## config.mk

```make
export PLATFORM = sky130hd
export DESIGN_NAME = spi_regcmd_slave
export DESIGN_NICKNAME = d
export VERILOG_FILES = /design/src/rtl/spi_regcmd_pkg.sv /design/src/rtl/spi_regcmd_sync.sv /design/src/rtl/spi_regcmd_shifter.sv /design/src/rtl/spi_regcmd_decoder.sv /design/src/rtl/spi_regcmd_regfile.sv /design/src/rtl/spi_regcmd_slave.sv
export SDC_FILE = /design/constraint.sdc
export NUM_CORES = 2
export LEC_CHECK = 0
export BUFFER_PORTS_ARGS = -buffer_cell sky130_fd_sc_hd__buf_2
export CAP_MARGIN = 0
export CORE_MARGIN = 10
export CORE_UTILIZATION = 40
export DETAILED_ROUTE_END_ITERATION = 7
export GPL_TIMING_DRIVEN = 0
export PLACE_DENSITY = 0.6
export SYNTH_ARGS = -nofsm -noshare
export SYNTH_HDL_FRONTEND = slang
export SYNTH_SLANG_ARGS = --single-unit
```

## constraint.sdc

```tcl
create_clock -name clk -period 3.6 [get_ports clk]
set_input_delay 0.54 -clock clk [delete_from_list [all_inputs] [get_ports clk]]
set_output_delay 0.54 -clock clk [all_outputs]
set_load 0.005 [all_outputs]
```

## src/rtl/spi_regcmd_pkg.sv

```systemverilog
package spi_regcmd_pkg;

   localparam logic [7:0] OP_READ   = 8'h03;
   localparam logic [7:0] OP_WRITE  = 8'h02;
   localparam logic [7:0] OP_MODIFY = 8'h05;
   localparam logic [7:0] OP_RESET  = 8'hC0;
   localparam logic [7:0] OP_SEND0  = 8'h81;

   typedef enum logic [3:0] {
      ST_OPCODE,
      ST_RD_ADDR,
      ST_RD_DATA,
      ST_WR_ADDR,
      ST_WR_DATA,
      ST_BM_ADDR,
      ST_BM_MASK,
      ST_BM_DATA,
      ST_HOLD
   } cmd_state_t;

endpackage

```

## src/rtl/spi_regcmd_sync.sv

```systemverilog
module spi_regcmd_sync #(
   parameter int STAGES = 2
) (
   input  logic clk,
   input  logic rst_n,
   input  logic sck,
   input  logic cs_n,
   input  logic si,
   output logic sck_rise,
   output logic sck_fall,
   output logic cs_active,
   output logic si_s
);

   generate
      if (STAGES < 2) begin : g_bad_stages
         $error("spi_regcmd_sync: STAGES must be at least 2");
      end
   endgenerate

   logic [STAGES-1:0] sck_p;
   logic [STAGES-1:0] cs_p;
   logic [STAGES-1:0] si_p;
   logic              sck_last;

   always_ff @(posedge clk or negedge rst_n) begin
      if (!rst_n) begin
         sck_p    <= '0;
         cs_p     <= '1;
         si_p     <= '0;
         sck_last <= 1'b0;
      end else begin
         sck_p    <= {sck_p[STAGES-2:0], sck};
         cs_p     <= {cs_p[STAGES-2:0], cs_n};
         si_p     <= {si_p[STAGES-2:0], si};
         sck_last <= sck_p[STAGES-1];
      end
   end

   assign sck_rise  =  sck_p[STAGES-1] & ~sck_last;
   assign sck_fall  = ~sck_p[STAGES-1] &  sck_last;
   assign cs_active = ~cs_p[STAGES-1];
   assign si_s      =  si_p[STAGES-1];

endmodule

```

## src/rtl/spi_regcmd_shifter.sv

```systemverilog
module spi_regcmd_shifter #(
   parameter int BYTE_W = 8
) (
   input  logic              clk,
   input  logic              rst_n,
   input  logic              cs_active,
   input  logic              sck_rise,
   input  logic              sck_fall,
   input  logic              si_s,
   input  logic [BYTE_W-1:0] tx_byte,
   output logic              tx_load,
   output logic              byte_done,
   output logic [BYTE_W-1:0] rx_byte,
   output logic              so
);

   localparam int CNT_W = $clog2(BYTE_W);

   generate
      if ((1 << CNT_W) != BYTE_W) begin : g_bad_width
         $error("spi_regcmd_shifter: BYTE_W must be a power of two");
      end
   endgenerate

   logic [CNT_W-1:0]  bit_cnt;
   logic [BYTE_W-1:0] rx_sh;
   logic [BYTE_W-1:0] tx_sh;
   logic [BYTE_W-1:0] rx_next;

   assign rx_next = {rx_sh[BYTE_W-2:0], si_s};
   assign tx_load = cs_active & sck_fall & (bit_cnt == '0);

   always_ff @(posedge clk or negedge rst_n) begin
      if (!rst_n) begin
         bit_cnt   <= '0;
         rx_sh     <= '0;
         rx_byte   <= '0;
         byte_done <= 1'b0;
      end else begin
         byte_done <= 1'b0;
         if (!cs_active) begin
            bit_cnt <= '0;
         end else if (sck_rise) begin
            rx_sh   <= rx_next;
            bit_cnt <= bit_cnt + 1'b1;
            if (bit_cnt == CNT_W'(BYTE_W - 1)) begin
               rx_byte   <= rx_next;
               byte_done <= 1'b1;
            end
         end
      end
   end

   always_ff @(posedge clk or negedge rst_n) begin
      if (!rst_n) begin
         tx_sh <= '0;
      end else if (!cs_active) begin
         tx_sh <= '0;
      end else if (tx_load) begin
         tx_sh <= tx_byte;
      end else if (sck_fall) begin
         tx_sh <= {tx_sh[BYTE_W-2:0], 1'b0};
      end
   end

   assign so = tx_sh[BYTE_W-1];

endmodule

```

## src/rtl/spi_regcmd_decoder.sv

```systemverilog
module spi_regcmd_decoder
   import spi_regcmd_pkg::*;
#(
   parameter int ADDR_W = 7
) (
   input  logic              clk,
   input  logic              rst_n,
   input  logic              cs_active,
   input  logic              byte_done,
   input  logic [7:0]        rx_byte,
   input  logic              tx_load,
   input  logic [7:0]        rd_data,
   output logic [ADDR_W-1:0] rd_addr,
   output logic [7:0]        tx_byte,
   output logic              wr_en,
   output logic [ADDR_W-1:0] wr_addr,
   output logic [7:0]        wr_data,
   output logic [7:0]        wr_mask,
   output logic              soft_rst,
   output logic              txreq
);

   generate
      if (ADDR_W < 1 || ADDR_W > 8) begin : g_bad_addr
         $error("spi_regcmd_decoder: ADDR_W must be 1..8");
      end
   endgenerate

   cmd_state_t        state;
   logic [ADDR_W-1:0] addr_q;
   logic [7:0]        mask_q;

   always_ff @(posedge clk or negedge rst_n) begin
      if (!rst_n) begin
         state  <= ST_OPCODE;
         addr_q <= '0;
         mask_q <= '0;
      end else if (!cs_active) begin
         state <= ST_OPCODE;
      end else begin
         if (byte_done) begin
            unique case (state)
               ST_OPCODE: begin
                  case (rx_byte)
                     OP_READ:   state <= ST_RD_ADDR;
                     OP_WRITE:  state <= ST_WR_ADDR;
                     OP_MODIFY: state <= ST_BM_ADDR;
                     default:   state <= ST_HOLD;
                  endcase
               end
               ST_RD_ADDR: begin
                  addr_q <= rx_byte[ADDR_W-1:0];
                  state  <= ST_RD_DATA;
               end
               ST_WR_ADDR: begin
                  addr_q <= rx_byte[ADDR_W-1:0];
                  state  <= ST_WR_DATA;
               end
               ST_WR_DATA: addr_q <= addr_q + 1'b1;
               ST_BM_ADDR: begin
                  addr_q <= rx_byte[ADDR_W-1:0];
                  state  <= ST_BM_MASK;
               end
               ST_BM_MASK: begin
                  mask_q <= rx_byte;
                  state  <= ST_BM_DATA;
               end
               ST_BM_DATA: state <= ST_HOLD;
               default:    state <= state;
            endcase
         end
         if (tx_load && state == ST_RD_DATA) begin
            addr_q <= addr_q + 1'b1;
         end
      end
   end

   assign rd_addr  = addr_q;
   assign tx_byte  = (state == ST_RD_DATA) ? rd_data : 8'h00;
   assign wr_en    = cs_active & byte_done &
                     (state == ST_WR_DATA || state == ST_BM_DATA);
   assign wr_addr  = addr_q;
   assign wr_data  = rx_byte;
   assign wr_mask  = (state == ST_BM_DATA) ? mask_q : 8'hFF;
   assign soft_rst = cs_active & byte_done & (state == ST_OPCODE) &
                     (rx_byte == OP_RESET);
   assign txreq    = cs_active & byte_done & (state == ST_OPCODE) &
                     (rx_byte == OP_SEND0);

endmodule

```

## src/rtl/spi_regcmd_regfile.sv

```systemverilog
module spi_regcmd_regfile #(
   parameter int         DEPTH      = 128,
   parameter int         CTRL_ADDR  = 'h0F,
   parameter logic [7:0] CTRL_RESET = 8'h80,
   parameter int         IE_ADDR    = 'h2B,
   parameter int         IF_ADDR    = 'h2C,
   parameter int         TXCTL_ADDR = 'h30,
   parameter int         TXREQ_BIT  = 3,
   localparam int        ADDR_W     = $clog2(DEPTH)
) (
   input  logic              clk,
   input  logic              rst_n,
   input  logic              soft_rst,
   input  logic              wr_en,
   input  logic [ADDR_W-1:0] wr_addr,
   input  logic [7:0]        wr_data,
   input  logic [7:0]        wr_mask,
   input  logic              txreq,
   input  logic [ADDR_W-1:0] rd_addr,
   output logic [7:0]        rd_data,
   output logic [7:0]        ctrl_q,
   output logic [7:0]        ie_q,
   output logic [7:0]        if_q,
   output logic [7:0]        txctl_q
);

   generate
      if ((1 << ADDR_W) != DEPTH || DEPTH > 256) begin : g_bad_depth
         $error("spi_regcmd_regfile: DEPTH must be a power of two up to 256");
      end
      if (CTRL_ADDR >= DEPTH || IE_ADDR >= DEPTH ||
          IF_ADDR >= DEPTH || TXCTL_ADDR >= DEPTH) begin : g_bad_map
         $error("spi_regcmd_regfile: a special address lies outside the file");
      end
      if (IE_ADDR == IF_ADDR || TXCTL_ADDR == CTRL_ADDR) begin : g_alias
         $error("spi_regcmd_regfile: special registers overlap");
      end
      if (TXREQ_BIT > 7) begin : g_bad_bit
         $error("spi_regcmd_regfile: TXREQ_BIT must be 0..7");
      end
   endgenerate

   logic [7:0] mem [DEPTH];
   logic [7:0] merged;

   assign merged = (mem[wr_addr] & ~wr_mask) | (wr_data & wr_mask);

   for (genvar i = 0; i < DEPTH; i++) begin : g_entry
      localparam logic [7:0]        INIT    = (i == CTRL_ADDR) ? CTRL_RESET : 8'h00;
      localparam logic [ADDR_W-1:0] MY_ADDR = ADDR_W'(i);
      if (i == TXCTL_ADDR) begin : g_txctl
         always_ff @(posedge clk or negedge rst_n) begin
            if (!rst_n) begin
               mem[i] <= INIT;
            end else if (soft_rst) begin
               mem[i] <= INIT;
            end else if (wr_en && wr_addr == MY_ADDR) begin
               mem[i] <= merged;
            end else if (txreq) begin
               mem[i][TXREQ_BIT] <= 1'b1;
            end
         end
      end else begin : g_plain
         always_ff @(posedge clk or negedge rst_n) begin
            if (!rst_n) begin
               mem[i] <= INIT;
            end else if (soft_rst) begin
               mem[i] <= INIT;
            end else if (wr_en && wr_addr == MY_ADDR) begin
               mem[i] <= merged;
            end
         end
      end
   end

   assign rd_data = mem[rd_addr];
   assign ctrl_q  = mem[CTRL_ADDR];
   assign ie_q    = mem[IE_ADDR];
   assign if_q    = mem[IF_ADDR];
   assign txctl_q = mem[TXCTL_ADDR];

endmodule

```

## src/rtl/spi_regcmd_slave.sv

```systemverilog
module spi_regcmd_slave #(
   parameter int         DEPTH       = 128,
   parameter int         SYNC_STAGES = 2,
   parameter int         CTRL_ADDR   = 'h0F,
   parameter logic [7:0] CTRL_RESET  = 8'h80,
   parameter int         IE_ADDR     = 'h2B,
   parameter int         IF_ADDR     = 'h2C,
   parameter int         TXCTL_ADDR  = 'h30,
   parameter int         TXREQ_BIT   = 3,
   localparam int        ADDR_W      = $clog2(DEPTH)
) (
   input  logic clk,
   input  logic rst_n,
   input  logic sck,
   input  logic cs_n,
   input  logic si,
   output logic so,
   output logic int_n
);

   logic              sck_rise, sck_fall, cs_active, si_s;
   logic              tx_load, byte_done;
   logic [7:0]        rx_byte, tx_byte, rd_data;
   logic [ADDR_W-1:0] rd_addr, wr_addr;
   logic              wr_en, soft_rst, txreq;
   logic [7:0]        wr_data, wr_mask;
   logic [7:0]        ctrl_q, ie_q, if_q, txctl_q;
   logic              int_q;

   spi_regcmd_sync #(.STAGES(SYNC_STAGES)) u_sync (
      .clk(clk), .rst_n(rst_n), .sck(sck), .cs_n(cs_n), .si(si),
      .sck_rise(sck_rise), .sck_fall(sck_fall),
      .cs_active(cs_active), .si_s(si_s)
   );

   spi_regcmd_shifter #(.BYTE_W(8)) u_shift (
      .clk(clk), .rst_n(rst_n), .cs_active(cs_active),
      .sck_rise(sck_rise), .sck_fall(sck_fall), .si_s(si_s),
      .tx_byte(tx_byte), .tx_load(tx_load), .byte_done(byte_done),
      .rx_byte(rx_byte), .so(so)
   );

   spi_regcmd_decoder #(.ADDR_W(ADDR_W)) u_dec (
      .clk(clk), .rst_n(rst_n), .cs_active(cs_active),
      .byte_done(byte_done), .rx_byte(rx_byte), .tx_load(tx_load),
      .rd_data(rd_data), .rd_addr(rd_addr), .tx_byte(tx_byte),
      .wr_en(wr_en), .wr_addr(wr_addr), .wr_data(wr_data),
      .wr_mask(wr_mask), .soft_rst(soft_rst), .txreq(txreq)
   );

   spi_regcmd_regfile #(
      .DEPTH(DEPTH), .CTRL_ADDR(CTRL_ADDR), .CTRL_RESET(CTRL_RESET),
      .IE_ADDR(IE_ADDR), .IF_ADDR(IF_ADDR),
      .TXCTL_ADDR(TXCTL_ADDR), .TXREQ_BIT(TXREQ_BIT)
   ) u_regs (
      .clk(clk), .rst_n(rst_n), .soft_rst(soft_rst),
      .wr_en(wr_en), .wr_addr(wr_addr), .wr_data(wr_data),
      .wr_mask(wr_mask), .txreq(txreq), .rd_addr(rd_addr),
      .rd_data(rd_data), .ctrl_q(ctrl_q), .ie_q(ie_q),
      .if_q(if_q), .txctl_q(txctl_q)
   );

   always_ff @(posedge clk or negedge rst_n) begin
      if (!rst_n) int_q <= 1'b1;
      else        int_q <= ~|(ie_q & if_q);
   end

   assign int_n = int_q;

endmodule

```

# --- Word-level counts from Yosys, hierarchy flattened ---
# Cells that the tools add are included.
op_classes:
  addsub: 2
  magnitude_cmp: 1
  n_eq_ne: 140
  n_mux: 279
  n_bitwise: 18
  n_reduce_logical: 276
ops:
  columns: ["operator", "count"]
  rows:
  - ["8-bit 2-to-1 mux", 262]
  - ["7-bit equality test (second input constant)", 64]
  - ["2-bit nonzero test", 131]
  - ["7-bit by 6-bit equality test with 1-bit output (second input constant)", 32]
  - ["1-bit logical AND", 129]
  - ["7-bit by 5-bit equality test with 1-bit output (second input constant)", 16]
  - ["8-bit binary-select mux with 7-bit select", 1]
  - ["7-bit by 4-bit equality test with 1-bit output (second input constant)", 8]
  - ["7-bit by 3-bit equality test with 1-bit output (second input constant)", 4]
  - ["8-bit bitwise AND", 3]
  - ["4-bit one-hot mux with 6 select lines", 1]
  - ["4-bit by 3-bit equality test with 1-bit output (second input constant)", 4]
  - ["8-bit by 2-bit equality test with 1-bit output (second input constant)", 2]
  - ["8-bit equality test (second input constant)", 2]
  - ["7-bit by 2-bit equality test with 1-bit output (second input constant)", 2]
  - ["7-bit 2-to-1 mux", 2]
  - ["7-bit one-hot mux with 2 select lines", 1]
  - ["4-bit 2-to-1 mux", 3]
  - ["4-bit one-hot mux with 3 select lines", 1]
  - ["1-bit bitwise AND", 9]
  - ["3-bit 2-to-1 mux", 3]
  - ["3-bit AND reduction", 3]
  - ["3-bit nonzero test", 3]
  - ["4-bit by 2-bit equality test with 1-bit output (second input constant)", 2]
  - ["other kinds (21)", 28]
totals:
  regBits: 1078

# --- Longest topological paths before layout ---
depth:
  depth_word: 8
  depth_mapped: 17

# --- By module ---
# From an unflattened synthesis, not the netlist that was laid out.
unflattened:
  cells_unflattened: 6311
  area_unflattened_um2: 67529.8
modules_own_cells:
  columns: ["module", "instances", "cells_per_inst", "area_each_um2", "seq_area_each_um2"]
  rows:
  - ["spi_regcmd_regfile", 1, 6051, 64579.4, 25625.8]
  - ["spi_regcmd_decoder", 1, 149, 1435.1, 475.5]
  - ["spi_regcmd_shifter", 1, 95, 1253.7, 675.6]
  - ["spi_regcmd_sync", 1, 10, 196.4, 177.7]
  - ["spi_regcmd_slave", 1, 6, 65.1, 26.3]

# --- Least setup slack after synthesis ---
# Ideal clock, no wire load.
synth_path:
  path_kind: "register -> register"
  start: "register u_dec.addr_q[1], in the netlist u_dec.rd_addr[1]"
  end: "register u_regs.mem[15] in the netlist's numbering"
  setup_ps: 127
  t_arrival_ps: 2932
  required_ps: 3473
  path_slack_ps: 541
  stages_incl_launch_ff: 14
  path_buffers: 8
  cell_sequence: "dfrtp_1 > buf_6 > buf_6 > buf_4 > buf_6 > buf_4 > mux4_2 > mux4_2 > a211o_1 > a31oi_4 > buf_6 > buf_8 > buf_12 > o21ai_2"
synth_via:
  elab_chain_cells: 8
  word_cells_on_any_way: 11
  classes_between: "eq/ne (1); mux (5); bitwise (3); reduce/logical (2)"
synth_rtl:
  columns: ["element", "line_no", "text"]
  rows:
  - ["start: declaration", "spi_regcmd_decoder.sv:30", "logic [ADDR_W-1:0] addr_q;"]
  - ["start signal: assignment", "spi_regcmd_decoder.sv:52", "addr_q <= rx_byte[ADDR_W-1:0];"]
  - ["start signal: assignment", "spi_regcmd_decoder.sv:56", "addr_q <= rx_byte[ADDR_W-1:0];"]
  - ["start signal: assignment", "spi_regcmd_decoder.sv:59", "ST_WR_DATA: addr_q <= addr_q + 1'b1;"]
  - ["7-bit inverter with 8-bit output (not written as such)", "spi_regcmd_regfile.sv:46", "assign merged = (mem[wr_addr] & ~wr_mask) | (wr_data & wr_mask);"]
  - ["8-bit binary-select mux with 7-bit select", "spi_regcmd_regfile.sv:46", null]
  - ["8-bit 2-to-1 mux (not written as such) (2 in series)", "spi_regcmd_regfile.sv:46", null]
  - ["8-bit bitwise AND", "spi_regcmd_regfile.sv:46", null]
  - ["8-bit bitwise OR", "spi_regcmd_regfile.sv:46", null]
  - ["8-bit 2-to-1 mux", "spi_regcmd_regfile.sv:69", "end else if (wr_en && wr_addr == MY_ADDR) begin"]
  - ["8-bit 2-to-1 mux", "spi_regcmd_regfile.sv:67", "end else if (soft_rst) begin"]
  - ["end signal: indexed assignment", "spi_regcmd_regfile.sv:70", "mem[i] <= merged;"]
  - ["end: declaration", "spi_regcmd_regfile.sv:43", "logic [7:0] mem [DEPTH];"]
# Parallel ways exist; a longest one is shown, timed or not. The select of a mux whose other input is x is not followed.
# A chain may end at the register's enable or synchronous reset.

# --- Final worst setup path ---
layout_path:
  start: "register u_dec.addr_q[2], in the netlist u_dec.rd_addr[2]"
  end: "register u_regs.mem[389] in the netlist's numbering"
# Same word-level chain as after synthesis.

==> results.md <==
* Cell-internal power at 0.0194 W
* Power Density at 389 nW/um^2
* Seq/Total Area, Yosys at 0.543
* Final worst slack at -0.680 ns
* Pre-antenna DRT Iters at 8
* First-pass GRT wire length at 345 mm
* Static Leak at 26.4 nW
* Synth Area per Inst at 10.6 um^2
* Seq pwr share at 0.485
* Ys async rst share at 1.00
* Vias at 48.2k
* CTS H-tree depth at 3
* Initial antenna violation count at 28
* Clock root buffer: clkbuf_16
* Core area at 124000 um^2
* Fin. Hold Viols at 0
* Clk_lat worst skew at 0.79 ns
* Max-slew violation count at 11
* Synth Register Bits at 1078
* Vert. Die Dim at 373 um
* Yosys top cell area share at 0.540
* NetSw at 0.00569 W
* Mean routed wirelength per cell at 38.6 um
* Post-synth EDFFs at 0
* Failing checks: design-rule violations, max-capacitance violations, max-slew violations, negative setup slack
* Die ar. at 139000 um^2
* Final-layout fill cell count at 10.9k
* WP data required at 4.26 ns
* Die Wd at 373 um
* Post-DRT Antenna Nets at 0
* CP Class: flip-flop to flip-flop
* Layout area overhead at 29.8%
* Final hold slack at 0.306 ns
* CP Capture Point: u_regs.mem[389]
* Period minus WS final at 4.28 ns
* Combinational power share at 0.013
* Synth warn at 0
* Grt ovf at 0
* Largest net degree at the start of global routing at 164
* Area of the multi-input gates at 22400 um^2
* Worst setup path startpoint: u_dec.rd_addr[2]
* Worst Setup End Kind: flip-flop
* Max_slew headroom at -0.00528
* Routed WL at 265 mm
* Worst-path fanout max at 10
* Sinks on the clock net at 1078
* Number of port buffers at 6
* CTS tree: yes
* Max Freq at 234 MHz
* WP data arrival at 4.94 ns
* NumNets Final at 5105
* TritonCTS buffer count at 117
* Setup violations, final at 1023
* Iter 0 DRT Violations at 8485
* Vias in the first global route at 42.9k
* Synth unique cells at 70
* Syn Nets at 4716
* Vias per std cell at 7.03
* Unrepaired setup endpoints after global routing: true
* Synth area leaders: dfrtp_1 (54%), nand3_1 (11%), o21ai_0 (10%)
* R2R cell count at 11
* Placed Instances at 6358
* R2R Setup Slk at -0.68 ns
* Slew @ Worst Pin at 1.51 ns
* Max VDD drop at 0.481 mV
* Tot GR Track Use at 0.354
* Setup WS pre-CTS at -3.12 ns
* Area leader, netlist: dfrtp_1
* Register area at 27000 um^2
* Final HPWL from detailed placement at 168 mm
* Fin util at 0.522
* IO Count at 7
* Mapped Cells at 4704
* Synth Flop Type: dfrtp_1
* Clock power frac at 0.502
* Core Rows at 129
* Clock transition at path regs at 0.06 ns
* R2r startpoint: u_dec.rd_addr[2]
* Period utilization at 1.19
* Clock Tree Buf Depth at 3
* Outcome: complete, but fails checks
* Max_cap viols at 1
* Share of post-route cells with drive strength above 1 at 0.251
* Sw Share at 0.227
* Critical Path Source Type: flip-flop
* Netlist Area Pre-Place at 49700 um^2
* Starting Density at 0.402
* Total power at 0.0251 W
* Skew final at 0.0360 ns
* Min-Delay Path Class: input pin to async pin
* Post-route DRC at 7
* Final GP Congestion at 1.11
* Layout Cells excl Fill at 6856
* Reg-to-Reg End: u_regs.mem[389]
per-layer routing:
layer | share of wire | GRT usage
met4 | 0.10 | 0.248
met1 | 0.35 | 0.443
met2 | 0.38 | 0.473
met3 | 0.16 | 0.171
met5 | 0.0015 | 0.00909
worst max-delay path, stage by stage (launching register included):
cell and delay (ns):
dfrtp_2 0.59, buf_2 0.51, nand2_1 0.60, a21oi_2 0.78
o31ai_2 0.13, nand4_1 0.17, o31ai_4 0.10, buf_12 0.17
o31a_4 0.40, clkbuf_16 0.24, clkbuf_16 0.19, o21ai_0 0.22
worst min-delay path by stage:
stage	startpoint	end	slack (ns)	cells past startpoint
6_report	rst_n	u_regs.mem[651]	0.31	2
5_1_grt	u_sync.si_p[0]	u_sync.si_p[1]	0.36	0
4_1_cts	rst_n	u_regs.mem[651]	0.35	2
3_5_place_dp	u_sync.si_p[0]	u_sync.si_p[1]	0.33	0
3_3_place_gp	u_sync.si_p[0]	u_sync.si_p[1]	0.33	0
2_1_floorplan	rst_n	u_dec.mask_q[0]	0.24	0
power groups by stage:
stage / combinational (W) / clock, W / sequential, W
finish: 0.000319 / 0.0126 / 0.0122
global route: 0.000365 / 0.0131 / 0.0122
CTS: 0.000332 / 0.0125 / 0.0122
detailed placement: 0.000327 / 0 / 0.0124
global placement: 0.000298 / 0 / 0.0124
floorplan: 0.0000408 / 0 / 0.0124
synth_stat cells (all sizes together), types with 5 or more instances:
master and count:
dfrtp 1074, a221oi 20, o31ai 5, a31oi 9, nand2b 6, a22o 8
mux4 167, a21oi 44, clkbuf 354, inv 12, nor2b 17, ha 7
and3 10, a22oi 73, o2111ai 10, nand3 1073, o22ai 12, dlygate4sd1 11
mux2i 218, mux2 25, nand4 9, nand2 209, o21ai 1061, o211ai 5
nor2 60, nor3 17, a2111oi 5, buf 121, nor4 5
cells in the final DEF (no fill, tap or decap), types with 36 or more instances in the layout:
master	instances
a22oi_1	56
buf_12	138
buf_16	55
buf_4	136
clkbuf_1	220
clkbuf_16	175
clkbuf_2	44
clkbuf_8	50
dfrtp_1	1070
mux2i_1	173
mux4_2	155
nand2_1	196
nand3_1	1069
nor2_1	36
o21ai_0	786
o21ai_1	95
o21ai_2	179
sequential cells by signal, indices dropped and copies added (netlist names):
name and flops:
u_dec.state 4, u_dec.rd_addr 7, u_sync.cs_p 2, u_dec.mask_q 8, u_shift.rx_byte 8, u_sync.sck_p 2, int_n 1, u_regs.if_q 8
u_shift.rx_sh 7, u_regs.txctl_q 8, u_shift.byte_done 1, u_shift.bit_cnt 3, u_regs.mem 992, u_sync.sck_last 1, u_shift.tx_sh 8, u_regs.ie_q 8
u_sync.si_p 2, u_regs.ctrl_q 8
cell families (layout without fill, tap and decap cells):
logic type	after synthesis	count (layout)	share of synthesized area
buffers and inverters	503	987	0.0493
AOI/OAI and AO/OA	1283	1283	0.141
other	0	31	0
and+or+nand+nor	1419	1419	0.138
adders and majority gates	7	7	0.00176
DFF	1078	1078	0.543
xor gates and xnor gates	4	4	0.000705
muxes	410	410	0.127
timing repair:
action / in CTS / in global routing
pin swaps: 30 / 95
resized for setup: 763 / 768
hold buffers: 4 / 0
setup buffers: 90 / 116
setup endpoints to repair: 1037 / 1022
endpoints found under the hold margin: 105 / 0
cloned: 8 / 47
layout make-up:
cell class	instances	share of cell area
inverters	15	0.000969
well taps	1637	0.0317
clock inverters	46	0.00717
repair buffers	277	0.0621
diodes	31	0.00120
flip-flops and latches	1078	0.418
clock buffers	168	0.0536
multi-input cells	3123	0.348
plain buffers	481	0.0775
per-stage QoR:
step / TNS (ns) / instance area, um^2
5_1_grt: -208.27 / 64500
4_1_cts: -109.06 / 59900
3_3_place_gp: - / 51800
3_5_place_dp: -2309.87 / 52100
2_1_floorplan: 0 / 49700
6_report: -327.00 / 64600
(Power assumes the default switching activity.)
